<file path="src/rtl/pwx_pkg.sv">
// Package: shared widths, command codes and state encoding for the
// host-to-PCI window translator. Assumes a 32-bit bus with 4 byte lanes.
package pwx_pkg;

    parameter int PWX_AW  = 32;
    parameter int PWX_DW  = 32;
    parameter int PWX_BEW = PWX_DW / 8;
    parameter int PWX_CW  = 6;

    typedef enum logic [1:0] {
        CMD_MEM_RD = 2'd0,
        CMD_MEM_WR = 2'd1,
        CMD_CFG_RD = 2'd2,
        CMD_CFG_WR = 2'd3
    } pwx_cmd_e;

    typedef enum logic [1:0] {
        ST_IDLE = 2'd0,
        ST_REQ  = 2'd1,
        ST_WAIT = 2'd2,
        ST_DONE = 2'd3
    } pwx_state_e;

    typedef struct packed {
        pwx_cmd_e              cmd;
        logic [PWX_AW-1:0]     addr;
        logic [PWX_BEW-1:0]    be;
    } pwx_desc_t;

endpackage

</file>
<file path="src/rtl/pwx_ctrl.sv">
// Module: control register and bus reset pin driver.
// Holds cycle select (bit 1), upper address field (bits 3:2) and reset pin
// mode (bits 5:4). Bit 0 is reserved and reads zero. Assumes the writer
// presents a full value on each strobe.
module pwx_ctrl #(
    parameter int CW = pwx_pkg::PWX_CW
) (
    input  logic          clk,
    input  logic          rst_n,
    input  logic          we,
    input  logic [CW-1:0] wdata,
    output logic [CW-1:0] q,
    output logic          cfg_sel,
    output logic [1:0]    upper,
    output logic          pin_oe,
    output logic          pin_out
);

    localparam int SEL_BIT = 1;
    localparam int UP_LO   = 2;
    localparam int MD_LO   = 4;

    logic [CW-1:0] reg_q;

    // Purpose: store the control value, reserved bit forced to zero.
    always_ff @(posedge clk) begin
        if (!rst_n) begin
            reg_q <= '0;
        end else if (we) begin
            reg_q <= {wdata[CW-1:1], 1'b0};
        end
    end

    // Purpose: split fields and decode the reset pin mode (11 acts as 00).
    always_comb begin
        q       = reg_q;
        cfg_sel = reg_q[SEL_BIT];
        upper   = reg_q[UP_LO+1:UP_LO];
        unique case (reg_q[MD_LO+1:MD_LO])
            2'b01:   begin pin_oe = 1'b1; pin_out = 1'b0; end
            2'b10:   begin pin_oe = 1'b1; pin_out = 1'b1; end
            default: begin pin_oe = 1'b0; pin_out = 1'b0; end
        endcase
    end

    AST_RST_DRIVE: assert property (@(posedge clk) disable iff (!rst_n)
        pin_oe |-> (pin_out == q[MD_LO+1]));
    AST_RST_RESERVED: assert property (@(posedge clk) disable iff (!rst_n)
        (q[MD_LO+1:MD_LO] == 2'b11) |-> !pin_oe);
    AST_RSV_BIT: assert property (@(posedge clk) disable iff (!rst_n)
        $rose(we) |=> (q[0] == 1'b0));

endmodule

</file>
<file path="src/rtl/pwx_decode.sv">
// Module: combinational window decoder.
// Decides whether a host request becomes a bus cycle and builds its
// descriptor. Assumes address bits 31:30 tag the window and the
// configuration limit is a power of two given as a bit index.
module pwx_decode #(
    parameter int         AW        = pwx_pkg::PWX_AW,
    parameter int         BEW       = pwx_pkg::PWX_BEW,
    parameter logic [1:0] WIN_TAG   = 2'b10,
    parameter int         CFG_LIMIT = 20
) (
    input  logic               write,
    input  logic [AW-1:0]      addr,
    input  logic [1:0]         size,
    input  logic               cfg_sel,
    input  logic [1:0]         upper,
    output logic               go,
    output pwx_pkg::pwx_desc_t desc
);
    import pwx_pkg::*;

    localparam int LW  = $clog2(BEW) + 1;
    localparam int OFW = AW - 2;

    logic          in_win;
    logic          size_ok;
    logic          aligned;
    logic          cfg_ok;
    logic [LW-1:0] nbytes;
    logic [LW-1:0] lo;
    logic [BEW-1:0] be_raw;

    // Purpose: translate the size code into a byte count.
    always_comb begin
        unique case (size)
            2'd0:    nbytes = LW'(1);
            2'd1:    nbytes = LW'(2);
            2'd2:    nbytes = LW'(4);
            default: nbytes = LW'(0);
        endcase
    end

    assign lo = LW'(addr[1:0]);

    // One enable per lane: set when the lane lies in [lo, lo + nbytes).
    for (genvar i = 0; i < BEW; i++) begin : g_lane
        assign be_raw[i] = (LW'(i) >= lo) && (LW'(i) < (lo + nbytes));
    end

    // Purpose: qualify the request and assemble the descriptor.
    always_comb begin
        in_win  = (addr[AW-1:AW-2] == WIN_TAG);
        size_ok = (nbytes != '0);
        aligned = ((lo & (nbytes - LW'(1))) == '0);
        cfg_ok  = !cfg_sel || (addr[OFW-1:CFG_LIMIT] == '0);
        go      = in_win && size_ok && aligned && cfg_ok;
        desc.addr = {upper, addr[OFW-1:0]};
        desc.be   = be_raw;
        unique case ({cfg_sel, write})
            2'b00:   desc.cmd = CMD_MEM_RD;
            2'b01:   desc.cmd = CMD_MEM_WR;
            2'b10:   desc.cmd = CMD_CFG_RD;
            default: desc.cmd = CMD_CFG_WR;
        endcase
    end

endmodule

</file>
<file path="src/rtl/pwx_xact.sv">
// Module: single-outstanding transaction sequencer.
// Accepts one host request, issues its descriptor, waits for the bus
// response and completes the host side. Assumes the bus side returns
// exactly one response per accepted descriptor.
module pwx_xact #(
    parameter int DW  = pwx_pkg::PWX_DW
) (
    input  logic               clk,
    input  logic               rst_n,
    input  logic               h_valid,
    output logic               h_ready,
    input  logic               h_write,
    input  logic [DW-1:0]      h_wdata,
    input  logic               go,
    input  pwx_pkg::pwx_desc_t desc_in,
    output logic               h_done,
    output logic               h_skip,
    output logic [DW-1:0]      h_rdata,
    output logic               p_req_valid,
    input  logic               p_req_ready,
    output pwx_pkg::pwx_desc_t desc_out,
    output logic [DW-1:0]      p_wdata,
    input  logic               p_rsp_valid,
    input  logic               p_rsp_abort,
    input  logic [DW-1:0]      p_rsp_data,
    output logic               irq_abort
);
    import pwx_pkg::*;

    pwx_state_e state;
    logic       wr_q;

    // Purpose: advance the transaction state and capture results.
    always_ff @(posedge clk) begin
        if (!rst_n) begin
            state     <= ST_IDLE;
            desc_out  <= '0;
            p_wdata   <= '0;
            wr_q      <= 1'b0;
            h_skip    <= 1'b0;
            h_rdata   <= '0;
            irq_abort <= 1'b0;
        end else begin
            unique case (state)
                ST_IDLE: begin
                    irq_abort <= 1'b0;
                    if (h_valid) begin
                        if (go) begin
                            desc_out <= desc_in;
                            p_wdata  <= h_wdata;
                            wr_q     <= h_write;
                            state    <= ST_REQ;
                        end else begin
                            h_skip  <= 1'b1;
                            h_rdata <= '1;
                            state   <= ST_DONE;
                        end
                    end
                end
                ST_REQ: begin
                    if (p_req_ready) state <= ST_WAIT;
                end
                ST_WAIT: begin
                    if (p_rsp_valid) begin
                        h_skip    <= 1'b0;
                        h_rdata   <= (p_rsp_abort || wr_q) ? '1 : p_rsp_data;
                        irq_abort <= p_rsp_abort;
                        state     <= ST_DONE;
                    end
                end
                default: begin
                    irq_abort <= 1'b0;
                    state     <= ST_IDLE;
                end
            endcase
        end
    end

    // Purpose: decode handshake strobes from the state.
    always_comb begin
        h_ready     = (state == ST_IDLE);
        p_req_valid = (state == ST_REQ);
        h_done      = (state == ST_DONE);
    end

    AST_REQ_HOLD: assert property (@(posedge clk) disable iff (!rst_n)
        (p_req_valid && !p_req_ready) |=> (p_req_valid && $stable(desc_out) && $stable(p_wdata)));
    AST_SINGLE: assert property (@(posedge clk) disable iff (!rst_n)
        p_req_valid |-> !h_ready);
    AST_ABORT_PULSE: assert property (@(posedge clk) disable iff (!rst_n)
        irq_abort |-> (h_done && !h_skip));
    AST_ABORT_ONCE: assert property (@(posedge clk) disable iff (!rst_n)
        irq_abort |=> !irq_abort);
    AST_SKIP_DATA: assert property (@(posedge clk) disable iff (!rst_n)
        (h_done && h_skip) |-> (h_rdata == '1));

endmodule

</file>
<file path="src/rtl/pci_win_xlat.sv">
// Module: top of the host-to-PCI window translator.
// Ties the control register, the window decoder and the transaction
// sequencer together. Assumes one host request in flight at a time.
module pci_win_xlat #(
    parameter int         AW        = pwx_pkg::PWX_AW,
    parameter int         DW        = pwx_pkg::PWX_DW,
    parameter int         BEW       = pwx_pkg::PWX_BEW,
    parameter int         CW        = pwx_pkg::PWX_CW,
    parameter logic [1:0] WIN_TAG   = 2'b10,
    parameter int         CFG_LIMIT = 20
) (
    input  logic           clk,
    input  logic           rst_n,
    input  logic           ctl_we,
    input  logic [CW-1:0]  ctl_wdata,
    output logic [CW-1:0]  ctl_q,
    output logic           rst_pin_oe,
    output logic           rst_pin_out,
    input  logic           h_valid,
    output logic           h_ready,
    input  logic           h_write,
    input  logic [AW-1:0]  h_addr,
    input  logic [1:0]     h_size,
    input  logic [DW-1:0]  h_wdata,
    output logic           h_done,
    output logic           h_skip,
    output logic [DW-1:0]  h_rdata,
    output logic           p_req_valid,
    input  logic           p_req_ready,
    output logic [1:0]     p_cmd,
    output logic [AW-1:0]  p_addr,
    output logic [BEW-1:0] p_be,
    output logic [DW-1:0]  p_wdata,
    input  logic           p_rsp_valid,
    input  logic           p_rsp_abort,
    input  logic [DW-1:0]  p_rsp_data,
    output logic           irq_abort
);
    import pwx_pkg::*;

    logic      cfg_sel;
    logic [1:0] upper;
    logic      go;
    pwx_desc_t desc_new;
    pwx_desc_t desc_cur;

    pwx_ctrl #(.CW(CW)) u_ctrl (
        .clk     (clk),
        .rst_n   (rst_n),
        .we      (ctl_we),
        .wdata   (ctl_wdata),
        .q       (ctl_q),
        .cfg_sel (cfg_sel),
        .upper   (upper),
        .pin_oe  (rst_pin_oe),
        .pin_out (rst_pin_out)
    );

    pwx_decode #(
        .AW(AW), .BEW(BEW), .WIN_TAG(WIN_TAG), .CFG_LIMIT(CFG_LIMIT)
    ) u_dec (
        .write   (h_write),
        .addr    (h_addr),
        .size    (h_size),
        .cfg_sel (cfg_sel),
        .upper   (upper),
        .go      (go),
        .desc    (desc_new)
    );

    pwx_xact #(.DW(DW)) u_xact (
        .clk         (clk),
        .rst_n       (rst_n),
        .h_valid     (h_valid),
        .h_ready     (h_ready),
        .h_write     (h_write),
        .h_wdata     (h_wdata),
        .go          (go),
        .desc_in     (desc_new),
        .h_done      (h_done),
        .h_skip      (h_skip),
        .h_rdata     (h_rdata),
        .p_req_valid (p_req_valid),
        .p_req_ready (p_req_ready),
        .desc_out    (desc_cur),
        .p_wdata     (p_wdata),
        .p_rsp_valid (p_rsp_valid),
        .p_rsp_abort (p_rsp_abort),
        .p_rsp_data  (p_rsp_data),
        .irq_abort   (irq_abort)
    );

    // Purpose: flatten the registered descriptor onto the bus ports.
    always_comb begin
        p_cmd  = desc_cur.cmd;
        p_addr = desc_cur.addr;
        p_be   = desc_cur.be;
    end

    AST_WINDOW_ONLY: assert property (@(posedge clk) disable iff (!rst_n)
        $rose(p_req_valid) |-> ($past(h_addr[AW-1:AW-2]) == WIN_TAG));
    AST_CFG_RANGE: assert property (@(posedge clk) disable iff (!rst_n)
        (p_req_valid && p_cmd[1]) |-> (p_addr[AW-3:CFG_LIMIT] == '0));
    AST_BE_PRESENT: assert property (@(posedge clk) disable iff (!rst_n)
        p_req_valid |-> (p_be != '0));
    AST_IDLE_AFTER_RESET: assert property (@(posedge clk)
        !rst_n |=> (h_ready && !p_req_valid && (ctl_q == '0)));

endmodule

</file>
<file path="config.mk">
export PLATFORM = sky130hd
export DESIGN_NAME = pci_win_xlat
export DESIGN_NICKNAME = d
export VERILOG_FILES = /design/src/rtl/pwx_pkg.sv /design/src/rtl/pwx_ctrl.sv /design/src/rtl/pwx_decode.sv /design/src/rtl/pwx_xact.sv /design/src/rtl/pci_win_xlat.sv
export SDC_FILE = /design/constraint.sdc
export NUM_CORES = 1
export LEC_CHECK = 0
export BUFFER_PORTS_ARGS = -buffer_cell sky130_fd_sc_hd__buf_2
export CAP_MARGIN = 10
export CELL_PAD_IN_SITES_DETAIL_PLACEMENT = 1
export CELL_PAD_IN_SITES_GLOBAL_PLACEMENT = 1
export CORE_UTILIZATION = 37
export DETAILED_ROUTE_END_ITERATION = 7
export PLACE_DENSITY_LB_ADDON = 0.1
export SETUP_SLACK_MARGIN = 0.3
export SLEW_MARGIN = 25
export SYNTH_ARGS = -nofsm -noshare
export SYNTH_HDL_FRONTEND = slang
export SYNTH_SLANG_ARGS = --single-unit
</file>
<file path="constraint.sdc">
create_clock -name clk -period 3.01 [get_ports clk]
set_input_delay 0.1505 -clock clk [delete_from_list [all_inputs] [get_ports clk]]
set_output_delay 0.1505 -clock clk [all_outputs]
set_load 0.05 [all_outputs]
</file>
==> results by stage <==
CTS:
- The root buffer cell chosen for the clock tree is clkbuf_16.
- The number of clock buffers inserted by TritonCTS is 9.
- The H-tree depth is 3.
- Clock latency on the worst-skew pair, taken at its later pin, is between 300 and 400 ps.
- After clock tree synthesis, the clock-pin slew on the worst setup and hold paths is 70 ps.
- TritonCTS built the clock tree.
- The count of hold-fix buffers inserted at cts is 0.
- No sink is reached through more buffers than the 2 on the longest clock path.
- Post-CTS repair changed the size of 0 cells.
- The number of setup buffers added after CTS is 0.
- CTS saw between 100 and 150 sinks.

Routing:
- The number of iterations in the first detailed-routing pass is 4.
- Wires add up to between 10 and 15 mm.
- The detailed router finished its first iteration with between 100 and 150 violations.
- The routed layout has about 4.2k vias.
- In the routed design, unresolved DRC markers number 0.
- The average wire per standard cell is 14.7 um.
- The final antenna-violating net count is 0.
- Dividing the detail-routed via count by the number of cells gives about 4.7.

Synth:
- Of the post-synthesis cell area, the dominant cell type holds 0.455.
- The fraction of the yosys area taken by sequential cells is 0.455.
- In this run, distinct cell masters in the synthesized netlist total 39.
- The commonest cells after synthesis are nand2_1, dfxtp_1, mux2i_1.
- Averaged over all synthesized cells, the footprint is approximately 10 um2.
- Sorting the synthesized cells by area gives the leading types as dfxtp_1, mux2i_1, nand2_1.
- The async set-reset flop share out of synthesis is 0.
- The flip-flop cell with the highest count after synthesis is dfxtp_1.
- The number of standard cells after synthesis is 506.
- Among all cell types in the netlist, the one instantiated most often is nand2_1.
- The synthesized design contains 0 enable-type register cells.
- When the netlist entered floorplanning its net count stood at 626.
- After synthesis the netlist holds a flip-flop and latch count of between 100 and 150.
- The cell type with the highest aggregate area in the netlist is dfxtp_1.
- In this run the cell area of the synthesized design comes to about 4900 um2.
- The number of warning messages in the yosys log is 0.

Setup path:
- The critical path class is reg -> reg.
- The critical path data arrival time is around 2400 ps.
- The number of cell instances on the worst register-to-register path is 7.
- In this run the worst path has a maximum fanout of 32.
- The worst register-to-register path has a setup slack of around 850 ps.
- STA classifies the critical path startpoint as a flop.
- The required time reported for the critical path endpoint is 3230 ps.
- The worst setup path is captured at a flop.

GRT:
- The number of global-route vias before repair was about 4.2k.
- Global routing finished with a remaining overflow of 0.
- In the global route stage, overall resource usage came out at 0.190.
- Entering global routing, the biggest net connects 107 pins.
- The number of antenna violations at the first check in global routing was 0.
- The global-route wire length before repair is 21.1 mm.

STA:
- The share of the cycle needed by the critical path after routing is 0.718.
- Adding up every negative setup slack in the final design gives 0 ps.
- Headroom to the max-slew limit came out at 0.357.
- Setup repair after global routing left no endpoint under its margin.
- The clock skew is 6.48 ps.
- The number of slew-limit violations in the final report is 0.
- At the pin with the least slew margin, the transition time is roughly 960 ps.
- The smallest clock period supported by the final layout is computed as approximately 2200 ps.
- Timing would allow up to between 400 and 500 MHz.
- The hold violation count in the final report is 0.
- Setup violations remaining at the end of the flow were counted as 0.

Power:
- The leakage power is a little under 3 nW.
- The completed layout was analyzed and its total power is roughly 4.9 mW.
- The maximum vdd drop is 0.325 mV.
- The ratio of total power to cell area is about 760 nW/um2.

Die:
- The area of the core is between 10000 and 15000 um2.
- The number of rows created at floorplan is 41.
- The floorplan die width is between 100 and 150 um.
- The floorplan step defined a die boundary enclosing between 10000 and 15000 um2.
- The number of ports placed on the die boundary is about 230.
- The initial utilization of the core area, before any placement, comes to 0.385.
- The die height is around 120 um.

Placement:
- The number of port buffers is roughly 220.
- The global placement routability congestion is roughly 0.73.
- The HPWL after detailed placement is ~9.3 mm.

Cells and area:
- In the final layout, the multi-input gates occupy 2380 um2.
- The number of antenna diodes is 0.
- Relative to the synthesized area, the layout overhead comes to 29.4%.
- Counting the fill cells in the layout gives approximately 1.6k.
- The number of nets in the layout is 828.
- The sequential cell area is roughly 2200 um2.
- The ratio of cells with drive above 1 in the final layout is 0.400.

Worst hold path:
- The worst hold path class is in -> reg.
- The number of cells on the worst hold path is 2.

Job:
- The count of maximum capacitance violations is 0.

Status:
- The flow ran to the end, and the final reports show no timing, DRC or antenna violations.
==> worst max-delay path: stages (launching register included) <==
cell and delay, ps:
dfxtp_1 390, inv_1 100, ha_1 300, and2b_1 220, nor4_1 370, o31ai_4 130, buf_4 310, a2bb2oi_2 200
==> path summary, 6_finish.rpt <==
path                                                      from                              end
worst max-delay path              u_xact.state[0]$_SDFFE_PN0P_  u_xact.h_rdata[11]$_SDFFE_PN0P_
worst max register to register    u_xact.state[0]$_SDFFE_PN0P_  u_xact.h_rdata[11]$_SDFFE_PN0P_
worst min register to register  u_xact.p_wdata[5]$_SDFFE_PN0P_   u_xact.p_wdata[5]$_SDFFE_PN0P_
worst min-delay path                             p_rsp_data[9]   u_xact.h_rdata[9]$_SDFFE_PN0P_
==> layout by cell type (no fill, tap or decap), drive strengths merged <==
| cell | count |
|---|---|
| o211ai | 3 |
| ha | 7 |
| nand3 | 2 |
| mux2i | 76 |
| inv | 11 |
| clkinv | 2 |
| nand4 | 1 |
| and2b | 1 |
| nand4b | 1 |
| or3 | 1 |
| a2bb2oi | 32 |
| xnor2 | 1 |
| o21ai | 39 |
| nand2 | 142 |
| or2 | 1 |
| o31a | 1 |
| buf | 232 |
| nor3 | 1 |
| nor2 | 11 |
| nor2b | 10 |
| and2 | 1 |
| bufinv | 1 |
| a31oi | 1 |
| a21boi | 2 |
| fa | 1 |
| nor4 | 3 |
| dfxtp | 112 |
| o2111ai | 1 |
| o31ai | 1 |
| clkbuf | 13 |
| conb | 1 |
| nand2b | 1 |
==> sequential cells by signal, indices dropped and copies added (netlist names) <==
name / count
u_ctrl.q: 5
u_xact.desc_out: 38
u_xact.irq_abort: 1
u_xact.wr_q: 1
u_xact.state: 2
u_xact.p_wdata: 32
u_xact.h_rdata: 32
u_xact.h_skip: 1
==> layout make-up <==
type | instances | area share
Timing Repair Buffer | 232 | 0.187
Tap cell | 172 | 0.0337
Clock inverter | 3 | 0.00628
Multi-Input combinational cell | 342 | 0.374
Sequential cell | 112 | 0.351
Inverter | 11 | 0.00647
Clock buffer | 13 | 0.0408
==> layer usage <==
layer	GRT usage	vias to the layer above	routed length [um]
met2	0.309	140	6050
met4	0.0817	0	244
met1	0.233	1938	5840
met5	0	-	0
li1	-	2103	-
met3	0.0586	17	898
==> report_power, final <==
part           total [mW]  switching (mW)  internal [mW]
logic                1.84            1.32          0.517
registers            1.82           0.110           1.71
clock network        1.22           0.528          0.690
==> cell families (layout without fill, tap and decap cells) <==
family	count (synthesis)	count (layout)	synth area share
other	1	1	0.000760
AOI/OAI and AO/OA	80	80	0.153
xor gates and xnor gates	1	1	0.00178
and+or+nand+nor	176	176	0.150
muxes	76	76	0.154
buffers and inverters	52	259	0.0642
adders and majority gates	8	8	0.0218
DFF	112	112	0.455
==> through the flow <==
| step | utilization | area [um2] | hold WS [ps] | cells | setup slack, ps |
|---|---|---|---|---|---|
| global route | 0.497 | 6380 | 23.3 | 885 | 675 |
| floorplan | - | 4930 | 283 | 506 | 957 |
| finish | 0.497 | 6380 | 26.3 | 885 | 850 |
| global placement | 0.474 | 6080 | 382 | 869 | 852 |
| CTS | 0.497 | 6380 | 14.4 | 885 | 850 |
| detailed placement | 0.474 | 6080 | 388 | 869 | 781 |
Power figures use the tool's default switching activity.
